==> src/rtl/adbus_pkg.sv <==
package adbus_pkg;
    typedef enum logic [1:0] {
        ST_IDLE  = 2'd0,
        ST_WRITE = 2'd1,
        ST_READ  = 2'd2,
        ST_HOLD  = 2'd3
    } br_state_t;
endpackage

==> src/rtl/adbus_seq.sv <==
module adbus_seq
    import adbus_pkg::*;
#(
    parameter int RD_CYC = 100,
    parameter int WR_CYC = 125
) (
    input  logic clk,
    input  logic rst_n,
    input  logic ctl_astb,
    input  logic ctl_dir,
    input  logic ctl_cs,
    input  logic ctl_oe,
    output logic addr_ld,
    output logic wr_ld,
    output logic rd_ld,
    output logic mem_act,
    output logic mem_rw,
    output logic rd_valid,
    output logic bus_oe
);
    localparam int MAX_CYC = (RD_CYC > WR_CYC) ? RD_CYC : WR_CYC;
    localparam int CNT_W   = $clog2(MAX_CYC + 1);

    br_state_t        st_q, st_d;
    logic [CNT_W-1:0] cnt_q, cnt_d;

    always_ff @(posedge clk or negedge rst_n) begin
        if (!rst_n) begin
            st_q  <= ST_IDLE;
            cnt_q <= '0;
        end else begin
            st_q  <= st_d;
            cnt_q <= cnt_d;
        end
    end

    // next state and latch load pulses
    always_comb begin
        st_d    = st_q;
        cnt_d   = cnt_q;
        addr_ld = 1'b0;
        wr_ld   = 1'b0;
        rd_ld   = 1'b0;
        unique case (st_q)
            ST_IDLE, ST_HOLD: begin
                if (ctl_astb) begin
                    addr_ld = 1'b1;
                    st_d    = ST_IDLE;
                end else if (ctl_cs) begin
                    if (ctl_dir) begin
                        wr_ld = 1'b1;
                        st_d  = ST_WRITE;
                        cnt_d = CNT_W'(WR_CYC - 1);
                    end else begin
                        st_d  = ST_READ;
                        cnt_d = CNT_W'(RD_CYC - 1);
                    end
                end
            end
            ST_WRITE: begin
                if (cnt_q == '0) st_d = ST_IDLE;
                else             cnt_d = cnt_q - 1'b1;
            end
            ST_READ: begin
                if (cnt_q == '0) begin
                    rd_ld = 1'b1;
                    st_d  = ST_HOLD;
                end else begin
                    cnt_d = cnt_q - 1'b1;
                end
            end
        endcase
    end

    // state-decoded outputs
    always_comb begin
        mem_act  = (st_q == ST_WRITE) || (st_q == ST_READ);
        mem_rw   = (st_q == ST_WRITE);
        rd_valid = (st_q == ST_HOLD);
        bus_oe   = (st_q == ST_HOLD) && ctl_oe && !ctl_dir;
    end
endmodule

==> src/rtl/adbus_latch.sv <==
module adbus_latch #(
    parameter int ADDR_W = 18,
    parameter int DATA_W = 18
) (
    input  logic              clk,
    input  logic              rst_n,
    input  logic              addr_ld,
    input  logic              wr_ld,
    input  logic              rd_ld,
    input  logic [ADDR_W-1:0] addr_in,
    input  logic [DATA_W-1:0] wdata_in,
    input  logic [DATA_W-1:0] rdata_in,
    output logic [ADDR_W-1:0] addr_q,
    output logic [DATA_W-1:0] data_q
);
    always_ff @(posedge clk or negedge rst_n) begin
        if (!rst_n) begin
            addr_q <= '0;
            data_q <= '0;
        end else begin
            if (addr_ld) addr_q <= addr_in;
            if (wr_ld)      data_q <= wdata_in;
            else if (rd_ld) data_q <= rdata_in;
        end
    end
endmodule

==> src/rtl/adbus_bridge.sv <==
module adbus_bridge #(
    parameter int BUS_W  = 24,
    parameter int ADDR_W = 18,
    parameter int DATA_W = 18,
    parameter int RD_CYC = 100,
    parameter int WR_CYC = 125
) (
    input  logic              clk,
    input  logic              rst_n,
    input  logic [BUS_W-1:0]  tst_bus_in,
    output logic [BUS_W-1:0]  tst_bus_out,
    output logic              tst_bus_oe,
    input  logic              ctl_astb,
    input  logic              ctl_dir,
    input  logic              ctl_cs,
    input  logic              ctl_oe,
    output logic [ADDR_W-1:0] mem_addr,
    output logic [DATA_W-1:0] mem_wdata,
    input  logic [DATA_W-1:0] mem_rdata,
    output logic              mem_rw,
    output logic              mem_act,
    output logic              rd_valid
);
    logic addr_ld, wr_ld, rd_ld;

    adbus_seq #(.RD_CYC(RD_CYC), .WR_CYC(WR_CYC)) u_seq (
        .clk      (clk),
        .rst_n    (rst_n),
        .ctl_astb (ctl_astb),
        .ctl_dir  (ctl_dir),
        .ctl_cs   (ctl_cs),
        .ctl_oe   (ctl_oe),
        .addr_ld  (addr_ld),
        .wr_ld    (wr_ld),
        .rd_ld    (rd_ld),
        .mem_act  (mem_act),
        .mem_rw   (mem_rw),
        .rd_valid (rd_valid),
        .bus_oe   (tst_bus_oe)
    );

    adbus_latch #(.ADDR_W(ADDR_W), .DATA_W(DATA_W)) u_latch (
        .clk      (clk),
        .rst_n    (rst_n),
        .addr_ld  (addr_ld),
        .wr_ld    (wr_ld),
        .rd_ld    (rd_ld),
        .addr_in  (tst_bus_in[ADDR_W-1:0]),
        .wdata_in (tst_bus_in[DATA_W-1:0]),
        .rdata_in (mem_rdata),
        .addr_q   (mem_addr),
        .data_q   (mem_wdata)
    );

    assign tst_bus_out = BUS_W'(mem_wdata);
endmodule

==> config.mk <==
export PLATFORM = sky130hd
export DESIGN_NAME = adbus_bridge
export DESIGN_NICKNAME = d
export VERILOG_FILES = /design/src/rtl/adbus_pkg.sv /design/src/rtl/adbus_seq.sv /design/src/rtl/adbus_latch.sv /design/src/rtl/adbus_bridge.sv
export SDC_FILE = /design/constraint.sdc
export NUM_CORES = 1
export LEC_CHECK = 0
export ABC_CLOCK_PERIOD_IN_PS = 1700
export CAP_MARGIN = 10
export CORE_MARGIN = 10
export CORE_UTILIZATION = 37
export DETAILED_ROUTE_END_ITERATION = 8
export GPL_TIMING_DRIVEN = 1
export PLACE_DENSITY = 0.77
export SLEW_MARGIN = 20
export SYNTH_ARGS = -nofsm -noshare
export SYNTH_HDL_FRONTEND = slang
export SYNTH_SLANG_ARGS = --single-unit
==> constraint.sdc <==
create_clock -name clk -period 1.7 [get_ports clk]
set_input_delay 0.425 -clock clk [delete_from_list [all_inputs] [get_ports clk]]
set_output_delay 0.425 -clock clk [all_outputs]
set_load 0.02 [all_outputs]
==> key figures, run 1 <==
Cells and area
  • Syn-to-layout area delta: 55.6%
  • # fillers: 526
  • Antenna Diode Count: 0
  • Share of layout cells above drive strength 1: 0.216
  • Cell area after layout: 3560 sq um
  • Utilization after layout: 0.598
  • Fin cells: 413
  • Fin nets: 390

Routing
  • Vias: 2023
  • Met3 wire len: 399 um
  • 1st-pass router iterations: 5
  • # DRC: 0
  • Post-DRT Antenna Nets: 0
  • Avg Vias per Cell: 4.90
  • Met1 wire length: 2920 um
  • Final WL: 6760 um
  • Routed met2 length: 3350 um
  • DR iter-0 viols: 58
  • DR WL/cell: 16.4 um
  • Top layer in use: met4

Clocking
  • Clock Tree Buf Depth: 2
  • CTS Buf Count: 5
  • Clock Sinks: 45
  • Insertion delay to the later sink of the worst-skew pair: 290 ps
  • CTS HTree Levels: 2
  • Clk root buf: clkbuf_8
  • CTS tree: built
  • Hold_buf cts: 0
  • Clock-pin slew on the worst setup and hold paths: 90 ps

Pwr
  • Lkg Pwr: 1.69 nW
  • Sw Pwr: 0.00259 W
  • P_int: 0.00354 W
  • Sequential power share: 0.313
  • Power per cell area: 1720 nW/um^2
  • Clk pwr share: 0.104
  • Peak VDD IR: 1090 uV
  • Logic pwr share: 0.583
  • Overall Power: 0.00613 W
  • Switching part of the total: 0.423

Synth
  • EDFF count, synth: 0
  • Netlist cell types: 29
  • Cell Area, Synth: 2290 sq um
  • Syn Inst Count: 238
  • Avg Inst Size Synth: 9.61 sq um
  • Post-synth top area share: 0.492
  • Yosys top cell by area: dfrtp_1
  • Top_reg_cell synth: dfrtp_1
  • Synth top cells by count: nand2_1, dfrtp_1, buf_4
  • Leading post-synthesis cells by cell area: dfrtp_1, mux2_2, buf_4, nand2_1, a31oi_1
  • Top-count cell post-synth: nand2_1
  • Seq/Total Area, Yosys: 0.492
  • Warnings, synthesis: 0
  • Post-synthesis sequential element count: 45
  • FFs w/ async S/R, synth: 1.00

STA
  • RSZ-0062 raised after global routing: yes
  • Fin worst setup slack: 5.08 ps
  • Worst clock skew: 10.0 ps
  • Final hold viol count: 0
  • Crit share post-route: 0.997
  • Final setup viols: 0
  • FMAX: 0.590 GHz
  • Slew Viols, Final: 0
  • Min Tclk post-route: 1690 ps

Worst setup path
  • Slowest-stage cell, CP: dfrtp_1
  • Worst endpoint required time: 1270 ps
  • Crit. Startpoint: u_seq.st_q[0]
  • Crit path top cell by count: buf_6
  • Critical Path Source Type: flip-flop
  • Critical path peak fanout: 3
  • WS Path Type: flip-flop to output pin
  • WP data arrival: 1270 ps
  • Worst-path cell chain: buf_6 > ha_4 > and3_4 > buf_6
  • Worst r2r src: u_seq.cnt_q[2]
  • CP Capture Type: output pin
  • Worst stage delay on the critical path: 410 ps

Global routing
  • Vias in the first global route: 2132
  • Gr ovfl total: 0
  • GR Util All Layers: 0.132
  • Global-route wire length before repair: 10700 um
  • Initial antenna violation count: 0
  • Largest net degree at the start of global routing: 46

Place
  • Pre-CTS setup slack: -404 ps
  • Port bufs: 99
  • Dpl cell area: 3390 sq um
  • Gpl congestion: 0.820
  • Placed cells: 405
  • Hpwl dp: 5050 um

Floorplan
  • Row Count: 28
  • Core ar.: 5960 sq um
  • Die area: 9730 sq um
  • Die Wd: 98.6 um
  • Die Ht: 98.6 um
  • Initial Util: 0.384
  • IO Count: 112

Worst hold path
  • Hold crit path type: input port to async pin

Run
  • Max-cap violation count: 0

Run status
  • Status: finished clean
[through the flow]
| step | hold WS [ps] | TNS, ps |
|---|---|---|
| 6_report | 102 | 0 |
| 2_1_floorplan | 129 | -12.1 |
| 3_3_place_gp | 422 | -3600 |
| 3_5_place_dp | 424 | -4560 |
| 5_1_grt | 112 | -138 |
| 4_1_cts | 108 | 0 |
[cell families after synthesis]
logic type / Yosys count / share of synthesized area
AOI/OAI and AO/OA: 33 / 0.0881
xor gates and xnor gates: 1 / 0.00383
adders and majority gates: 5 / 0.0274
buffers and inverters: 40 / 0.109
DFF: 45 / 0.492
muxes: 21 / 0.103
other: 1 / 0.00164
and+or+nand+nor: 92 / 0.175
[power groups by stage]
stage          registers [W]  clock network, W  logic [W]
2_1_floorplan        0.00244                 0    0.00161
3_3_place_gp         0.00191                 0    0.00374
3_5_place_dp         0.00194                 0    0.00381
4_1_cts              0.00191          0.000660    0.00350
5_1_grt              0.00200          0.000715    0.00385
6_report             0.00192          0.000636    0.00357
[flip-flops by register name (all words and copies together) (netlist names)]
signal	flops
u_latch.addr_q	18
u_latch.data_q	18
u_seq.cnt_q	7
u_seq.st_q	2
[placed cells by master (no fill, tap or decap), types with 2 or more instances in the layout]
cell / n
conb_1: 6
ha_4: 2
nor2b_2: 2
mux2_2: 19
a31oi_1: 20
dlygate4sd2_1: 40
buf_4: 13
nand2_1: 46
inv_2: 2
mux2_4: 2
clkbuf_8: 5
nand3_1: 4
clkdlybuf4s50_1: 40
buf_2: 3
clkbuf_1: 2
dfrtp_1: 44
nor2_1: 23
o21ai_0: 6
inv_1: 4
or3_4: 2
dlymetal6s2s_1: 14
a21oi_1: 3
ha_1: 3
and2_4: 2
buf_6: 6
buf_12: 5
[metal layers]
layer  vias to the layer above  track usage
li1                        974            -
met1                       971        0.161
met2                        70        0.215
met3                         8       0.0433
met4                         0       0.0386
met5                         -            0
[worst max-delay path, delay by kind of cell, from the launching register on]
family	cells	cell delay [ps]
DFF	1	410
buffers and inverters	2	260
adders and majority gates	1	150
and+or+nand+nor	1	160
[final timing paths]
kind	endpoint	slack [ps]	cells past startpoint
worst max-delay path	tst_bus_oe	5	4
worst min-delay path	u_latch.data_q[17]	100	2
worst max register to register	u_seq.cnt_q[5]	20	4
worst min register to register	u_latch.addr_q[15]	500	1
max in group asynchronous	u_seq.st_q[1]	1380	2
min in group clk	u_latch.addr_q[15]	500	1
[cell type report]
class,instances,area [sq um],area share
clock inverter,1,7.51,0.00211
multi-input combinational,158,1030,0.288
tap,75,93.8,0.0264
inverter,6,22.5,0.00633
sequential,45,1130,0.317
timing repair buffer,121,1210,0.339
clock buffer,7,76.3,0.0214
[repair_timing]
action | 4_1_cts | 5_1_grt
gates resized for setup | 63 | 37
setup endpoints to repair | 47 | 39
setup buffers | 0 | 0
pin swaps | 1 | 3
gates cloned | 0 | 0
Note: power is estimated with default switching activity, not from simulation.
==> run 2: changes to the inputs <==
Settings changed: CORE_ASPECT_RATIO from default to 1.4.
==> run 2 against run 1 <==
  * Final cell count fell by 1.5%
  * Hold slack lost 33 ps
  * Worst setup slack worse by 1.3 ps
  * Final area fell by 0.21%
  * Register-to-register slack is essentially flat
  * Wire length down 1.3%
  * Global-route usage is essentially flat
  * Clock skew down 4.6 ps
  * Clock power decreased by 8.3%
  * Sequential share of layout area is essentially flat
  * Maximum frequency barely moved
  * Count of clock-buffer cells in the layout is 2 lower
  * Critical endpoint unchanged
  * Largest cell class unchanged
  * Largest power group unchanged
==> key figures, run 2 (synthesized netlist as in run 1, its figures left out) <==
Routing
  • 1st-pass router iterations: 4 (-1)
  • Post-DRT Antenna Nets: 0 (unchanged)
  • Vias: 2031 (+0.40%)
  • Avg Vias per Cell: 4.99 (+1.9%)
  • # DRC: 0 (unchanged)
  • DR iter-0 viols: 58 (unchanged)
  • Final WL: 6670 um (-1.3%)
  • DR WL/cell: 16.4 um (+0.18%)

Cells and area
  • Commonest non-fill, non-tap cell in the layout: nand2_1
  • Antenna Diode Count: 0 (unchanged)
  • Most frequent cells in the layout: nand2_1, dfrtp_1, clkdlybuf4s50_1, dlygate4sd2_1, nor2_1
  • Register Area: 1130 sq um (-0.11%)
  • Utilization after layout: 0.597 (about the same)
  • Top flop regs: u_latch.addr_q x18, u_latch.data_q x18, u_seq.cnt_q x7
  • Area of the multi-input gates: 1020 sq um (-0.37%)
  • Syn-to-layout area delta: 55.3%
  • Share of layout cells above drive strength 1: 0.211 (-0.00529)
  • Fin nets: 391 (+0.26%)
  • Cell area after layout: 3550 sq um (-0.21%)
  • # fillers: 509 (-3.2%)

Clocking
  • CTS Buf Count: 5 (unchanged)
  • Clock Tree Buf Depth: 2 (unchanged)
  • Clk root buf: clkbuf_8
  • CTS tree: built
  • Clock-pin slew on the worst setup and hold paths: 80 ps (about the same)
  • Clock Sinks: 45 (unchanged)
  • Insertion delay to the later sink of the worst-skew pair: 280 ps (about the same)
  • Hold_buf cts: 0 (unchanged)
  • CTS HTree Levels: 2 (unchanged)

Global routing
  • Global-route wire length before repair: 10700 um (-0.51%)
  • Vias in the first global route: 2113 (-0.89%)
  • GR Util All Layers: 0.132 (+0.000146)
  • Initial antenna violation count: 0 (unchanged)
  • Largest net degree at the start of global routing: 39 (-15%)
  • Gr ovfl total: 0 (unchanged)

Worst setup path
  • Crit. Startpoint: u_seq.st_q[1]
  • Critical path peak fanout: 3 (unchanged)
  • Crit path top cell by count: buf_6
  • Worst r2r src: u_seq.cnt_q[1]
  • Slowest-stage cell, CP: dfrtp_1
  • Buf+Inv Stages, Crit Path: 2 (unchanged)
  • Reg2Reg Depth: 4 (unchanged)
  • CP endpoint: tst_bus_oe
  • Worst-path cell chain: buf_6 > ha_4 > and3_4 > buf_6
  • CP Capture Type: output pin
  • WP data arrival: 1270 ps (about the same)
  • CP delay by family, top: flip-flops
  • Worst endpoint required time: 1270 ps (about the same)
  • Crit. path cell count: 4 (unchanged)
  • WS Path Type: flip-flop to output pin
  • Reg2reg end: u_seq.cnt_q[5]
  • Worst stage delay on the critical path: 420 ps (about the same)
  • Critical Path Source Type: flip-flop
  • FF-to-FF setup slack: 30 ps (about the same)

Floorplan
  • Core ar.: 5950 sq um (-0.17%)
  • Die Ht: 113 um (+15%)
  • IO Count: 112 (unchanged)
  • Row Count: 33 (+18%)
  • Initial Util: 0.385 (+0.000647)
  • Die Wd: 86.5 um (-12%)
  • Die area: 9770 sq um (+0.45%)

Pwr
  • Peak VDD IR: 942 uV (-14%)
  • Power per cell area: 1720 nW/um^2 (about the same)
  • Lkg Pwr: 1.71 nW (+1.3%)

Worst hold path
  • Hold crit path type: input port to async pin

STA
  • Final hold viol count: 0 (unchanged)
  • Final setup viols: 0 (unchanged)
  • Setup_tns: 0 ps (unchanged)
  • RSZ-0062 raised after global routing: yes
  • Worst clock skew: 5.42 ps (-4.60 ps)
  • Min Tclk post-route: 1700 ps (+1.34 ps)
  • FMAX: 0.590 GHz (about the same)
  • Crit share post-route: 0.998 (about the same)
  • Slew Viols, Final: 0 (unchanged)

Run
  • Max-cap violation count: 0 (unchanged)

Place
  • Hpwl dp: 5240 um (+3.8%)
  • Gpl congestion: 0.816 (-0.60%)
  • Port bufs: 99 (unchanged)
  • Dpl cell area: 3380 sq um (-0.18%)

Run status
  • Status: finished clean
-- run 2: cell types whose count changed in the layout (fill, tap and decap cells not counted), sizes merged --
cell	previous run	this run
dlymetal6s2s	14	18
dlygate4sd2	40	34
buf	27	28
clkinvlp	1	0
clkinv	0	1
clkdlybuf4s50	40	42
clkbuf	7	5
-- run 2: worst min-delay path by stage --
stage,startpoint,end,slack (ps)
6_report,rst_n,u_latch.addr_q[2],70
5_1_grt,rst_n,u_latch.addr_q[1],90
4_1_cts,rst_n,u_latch.addr_q[1],70
3_5_place_dp,rst_n,u_latch.addr_q[1],380
3_3_place_gp,rst_n,u_latch.addr_q[1],390
2_1_floorplan,rst_n,u_latch.addr_q[0],130
-- run 2: final cells by class --
type | instances | share of cell area
Clock buffer | 5 | 0.0194
Clock inverter | 1 | 0.00141
Inverter | 6 | 0.00634
Multi-Input combinational cell | 158 | 0.288
Sequential cell | 45 | 0.317
Tap cell | 70 | 0.0247
Timing Repair Buffer | 122 | 0.343
-- run 2: where the power goes --
part	switching [W]	internal, W	leakage (nW)
combinational	0.00193	0.00170	1.17
clock	0.000313	0.000270	0.0399
sequential	0.000324	0.00158	0.508
-- run 2: timing repair --
| item | CTS | global route |
|---|---|---|
| buffers inserted | 0 | 1 |
| endpoints found under the hold margin | 0 | 0 |
| endpoints found under the setup margin | 41 | 25 |
| pin swaps | 1 | 1 |
| gates resized for setup | 52 | 39 |
-- run 2: stage by stage --
stage / power [W] / hold WS, ps / instances / worst slack, ps
4_1_cts: 0.00609 / 65.1 / 406 / -56.1
3_3_place_gp: 0.00569 / 388 / 400 / -406
2_1_floorplan: 0.00405 / 129 / 243 / -12.1
3_5_place_dp: 0.00579 / 385 / 400 / -403
6_report: 0.00612 / 69.4 / 407 / 3.75
5_1_grt: 0.00656 / 89.7 / 407 / -44.7
-- run 2: layer usage --
| metal | routed length (um) | up-vias | track usage |
|---|---|---|---|
| met3 | 569 | 10 | 0.0424 |
| li1 | - | 971 | - |
| met2 | 3550 | 79 | 0.233 |
| met5 | 0 | - | 0 |
| met4 | 110 | 0 | 0.0368 |
| met1 | 2450 | 971 | 0.145 |
==> run 3: changes to the inputs <==
Settings changed: ABC_CLOCK_PERIOD_IN_PS 1700 to 2200, CORE_UTILIZATION 37 to 44, PLACE_DENSITY 0.77 to 0.86.
Clock period 1.7 ns to 2.2 ns, I/O delays scaled along.
==> run 3 against run 2 <==
  * Clock power grew 9.3%
  * Critical path type is now input port to output pin
  * Largest power group unchanged
  * Non-clock buffer count shrank 11
  * Die area decreased by 13%
  * Critical endpoint unchanged
  * Wire length shrank 6.6%
  * Via count fell by 2.4%
==> key figures, run 3 (synthesized netlist as in run 1, its figures left out) <==
Worst setup path
  • WS Path Type: input port to output pin
  • CP Capture Type: output pin
  • Worst endpoint required time: 1650 ps (+380 ps)
  • Critical Path Source Type: input port
  • Worst r2r src: u_seq.st_q[0]
  • Crit. Startpoint: ctl_dir
  • WP data arrival: 1540 ps (+270 ps)
  • Critical path peak fanout: 2 (-1)

Routing
  • 1st-pass router iterations: 4 (unchanged)
  • DR WL/cell: 15.8 um (-3.6%)
  • Post-DRT Antenna Nets: 0 (unchanged)
  • Vias: 1983 (-2.4%)
  • Avg Vias per Cell: 5.03 (+0.86%)
  • DR iter-0 viols: 102 (+76%)
  • # DRC: 0 (unchanged)
  • Final WL: 6230 um (-6.6%)

Cells and area
  • Top flop regs: u_latch.addr_q x18, u_latch.data_q x18, u_seq.cnt_q x7
  • Syn-to-layout area delta: 47.6%
  • Most frequent cells in the layout: clkdlybuf4s50_1, nand2_1, dfrtp_1, nor2_1, mux2_2
  • Antenna Diode Count: 0 (unchanged)
  • Cell area after layout: 3380 sq um (-4.9%)
  • Fin nets: 380 (-2.8%)
  • Commonest non-fill, non-tap cell in the layout: clkdlybuf4s50_1
  • Utilization after layout: 0.660 (+0.0621)
  • Fin cells: 394 (-3.2%)
  • Share of layout cells above drive strength 1: 0.128 (-0.0826)

Floorplan
  • Die area: 8520 sq um (-13%)
  • Die Wd: 80.9 um (-6.4%)
  • Initial Util: 0.447 (+0.0620)
  • IO Count: 112 (unchanged)
  • Core ar.: 5120 sq um (-14%)
  • Row Count: 31 (-6.1%)
  • Die Ht: 105 um (-6.8%)

Place
  • Port bufs: 99 (unchanged)
  • Placed cells: 386 (-3.5%)
  • Hpwl dp: 4990 um (-4.7%)
  • Gpl congestion: 0.753 (-7.7%)
  • Dpl cell area: 3260 sq um (-3.6%)

Global routing
  • GR Util All Layers: 0.142 (+0.0107)
  • Vias in the first global route: 2019 (-4.4%)
  • Global-route wire length before repair: 9820 um (-8.1%)
  • Gr ovfl total: 0 (unchanged)
  • Largest net degree at the start of global routing: 39 (unchanged)
  • Initial antenna violation count: 0 (unchanged)

Clocking
  • CTS HTree Levels: 2 (unchanged)
  • Insertion delay to the later sink of the worst-skew pair: 290 ps (about the same)
  • CTS tree: built
  • Post-CTS resize count: 2 (-96%)
  • Clock Sinks: 45 (unchanged)
  • Clock-pin slew on the worst setup and hold paths: 80 ps (about the same)
  • Hold_buf cts: 0 (unchanged)
  • CTS Buf Count: 5 (unchanged)
  • Clock Tree Buf Depth: 2 (unchanged)
  • Postcts setup bufs: 0 (unchanged)
  • Clk root buf: clkbuf_8

Pwr
  • Peak VDD IR: 640 uV (-32%)
  • Power per cell area: 1450 nW/um^2 (-16%)
  • Lkg Pwr: 1.48 nW (-14%)

STA
  • Slew @ Worst Pin: 555 ps
  • Worst clock skew: 6.39 ps (+0.976 ps)
  • Slew Viols, Final: 0 (unchanged)
  • Final hold viol count: 0 (unchanged)
  • Crit share post-route: 0.950
  • Final setup viols: 0 (unchanged)
  • Min Tclk post-route: 2090 ps
  • Setup_tns: 0 ps (unchanged)
  • Slew headroom: 0.627
  • RSZ-0062 raised after global routing: no
  • FMAX: 0.478 GHz

Run status
  • Status: finished clean

Worst hold path
  • Hold crit path type: input port to async pin

Run
  • Max-cap violation count: 0 (unchanged)
-- run 3: changes by cell type in the layout (fill, tap and decap cells not counted), moves of 2 or more --
| cell | before | now |
|---|---|---|
| clkdlybuf4s50_1 | 42 | 96 |
| dlygate4sd2_1 | 34 | 2 |
| dlymetal6s2s_1 | 18 | 0 |
| buf_4 | 17 | 10 |
| buf_12 | 5 | 2 |
| buf_6 | 3 | 0 |
| ha_1 | 2 | 5 |
| buf_2 | 3 | 1 |
| ha_4 | 2 | 0 |
| nor2_1 | 23 | 25 |
| or3_1 | 1 | 3 |
| or3_4 | 2 | 0 |
-- run 3: path summary, 6_finish.rpt --
kind	endpoint	slack, ps	cells past startpoint
worst max-delay path	tst_bus_oe	110	4
worst min-delay path	u_latch.data_q[14]	220	1
worst max register to register	u_seq.st_q[1]	410	7
worst min register to register	u_latch.addr_q[8]	500	1
max in group asynchronous	u_latch.data_q[15]	1470	2
min in group clk	u_latch.addr_q[8]	500	1
-- run 3: layer usage --
metal,vias up,global-route usage,wire (um)
li1,954,-,-
met1,934,0.150,2340
met2,85,0.263,3230
met3,10,0.0332,543
met4,0,0.0509,114
met5,-,0,0
-- run 3: stage by stage --
step / total power, W / worst slack, ps / hold WS, ps
after floorplan: 0.00312 / 360 / 254
after global placement: 0.00425 / -162 / 486
after detailed placement: 0.00432 / -170 / 492
after CTS: 0.00495 / 94.6 / 230
after global routing: 0.00518 / 25.9 / 262
final: 0.00490 / 109 / 223
-- run 3: where the power goes --
group	internal, W	leakage, nW	switching (W)
Clock	0.000370	0.0585	0.000267
Sequential	0.00122	0.508	0.000268
Combinational	0.00139	0.909	0.00138
Total	0.00298	1.48	0.00192
-- run 3: worst max-delay path, cell delays in order --
cell and delay, ps:
clkdlybuf4s50_1 480, inv_1 60, and3_1 130, dlygate4sd2_1 320
-- run 3: layout make-up --
cell class                 instances  area, sq um
multi-input combinational        158          931
fill                             422         1740
tap                               66         82.6
timing repair buffer             111         1100
sequential                        45         1130
clock inverter                     1         30.0
inverter                           6         22.5
clock buffer                       7         86.3
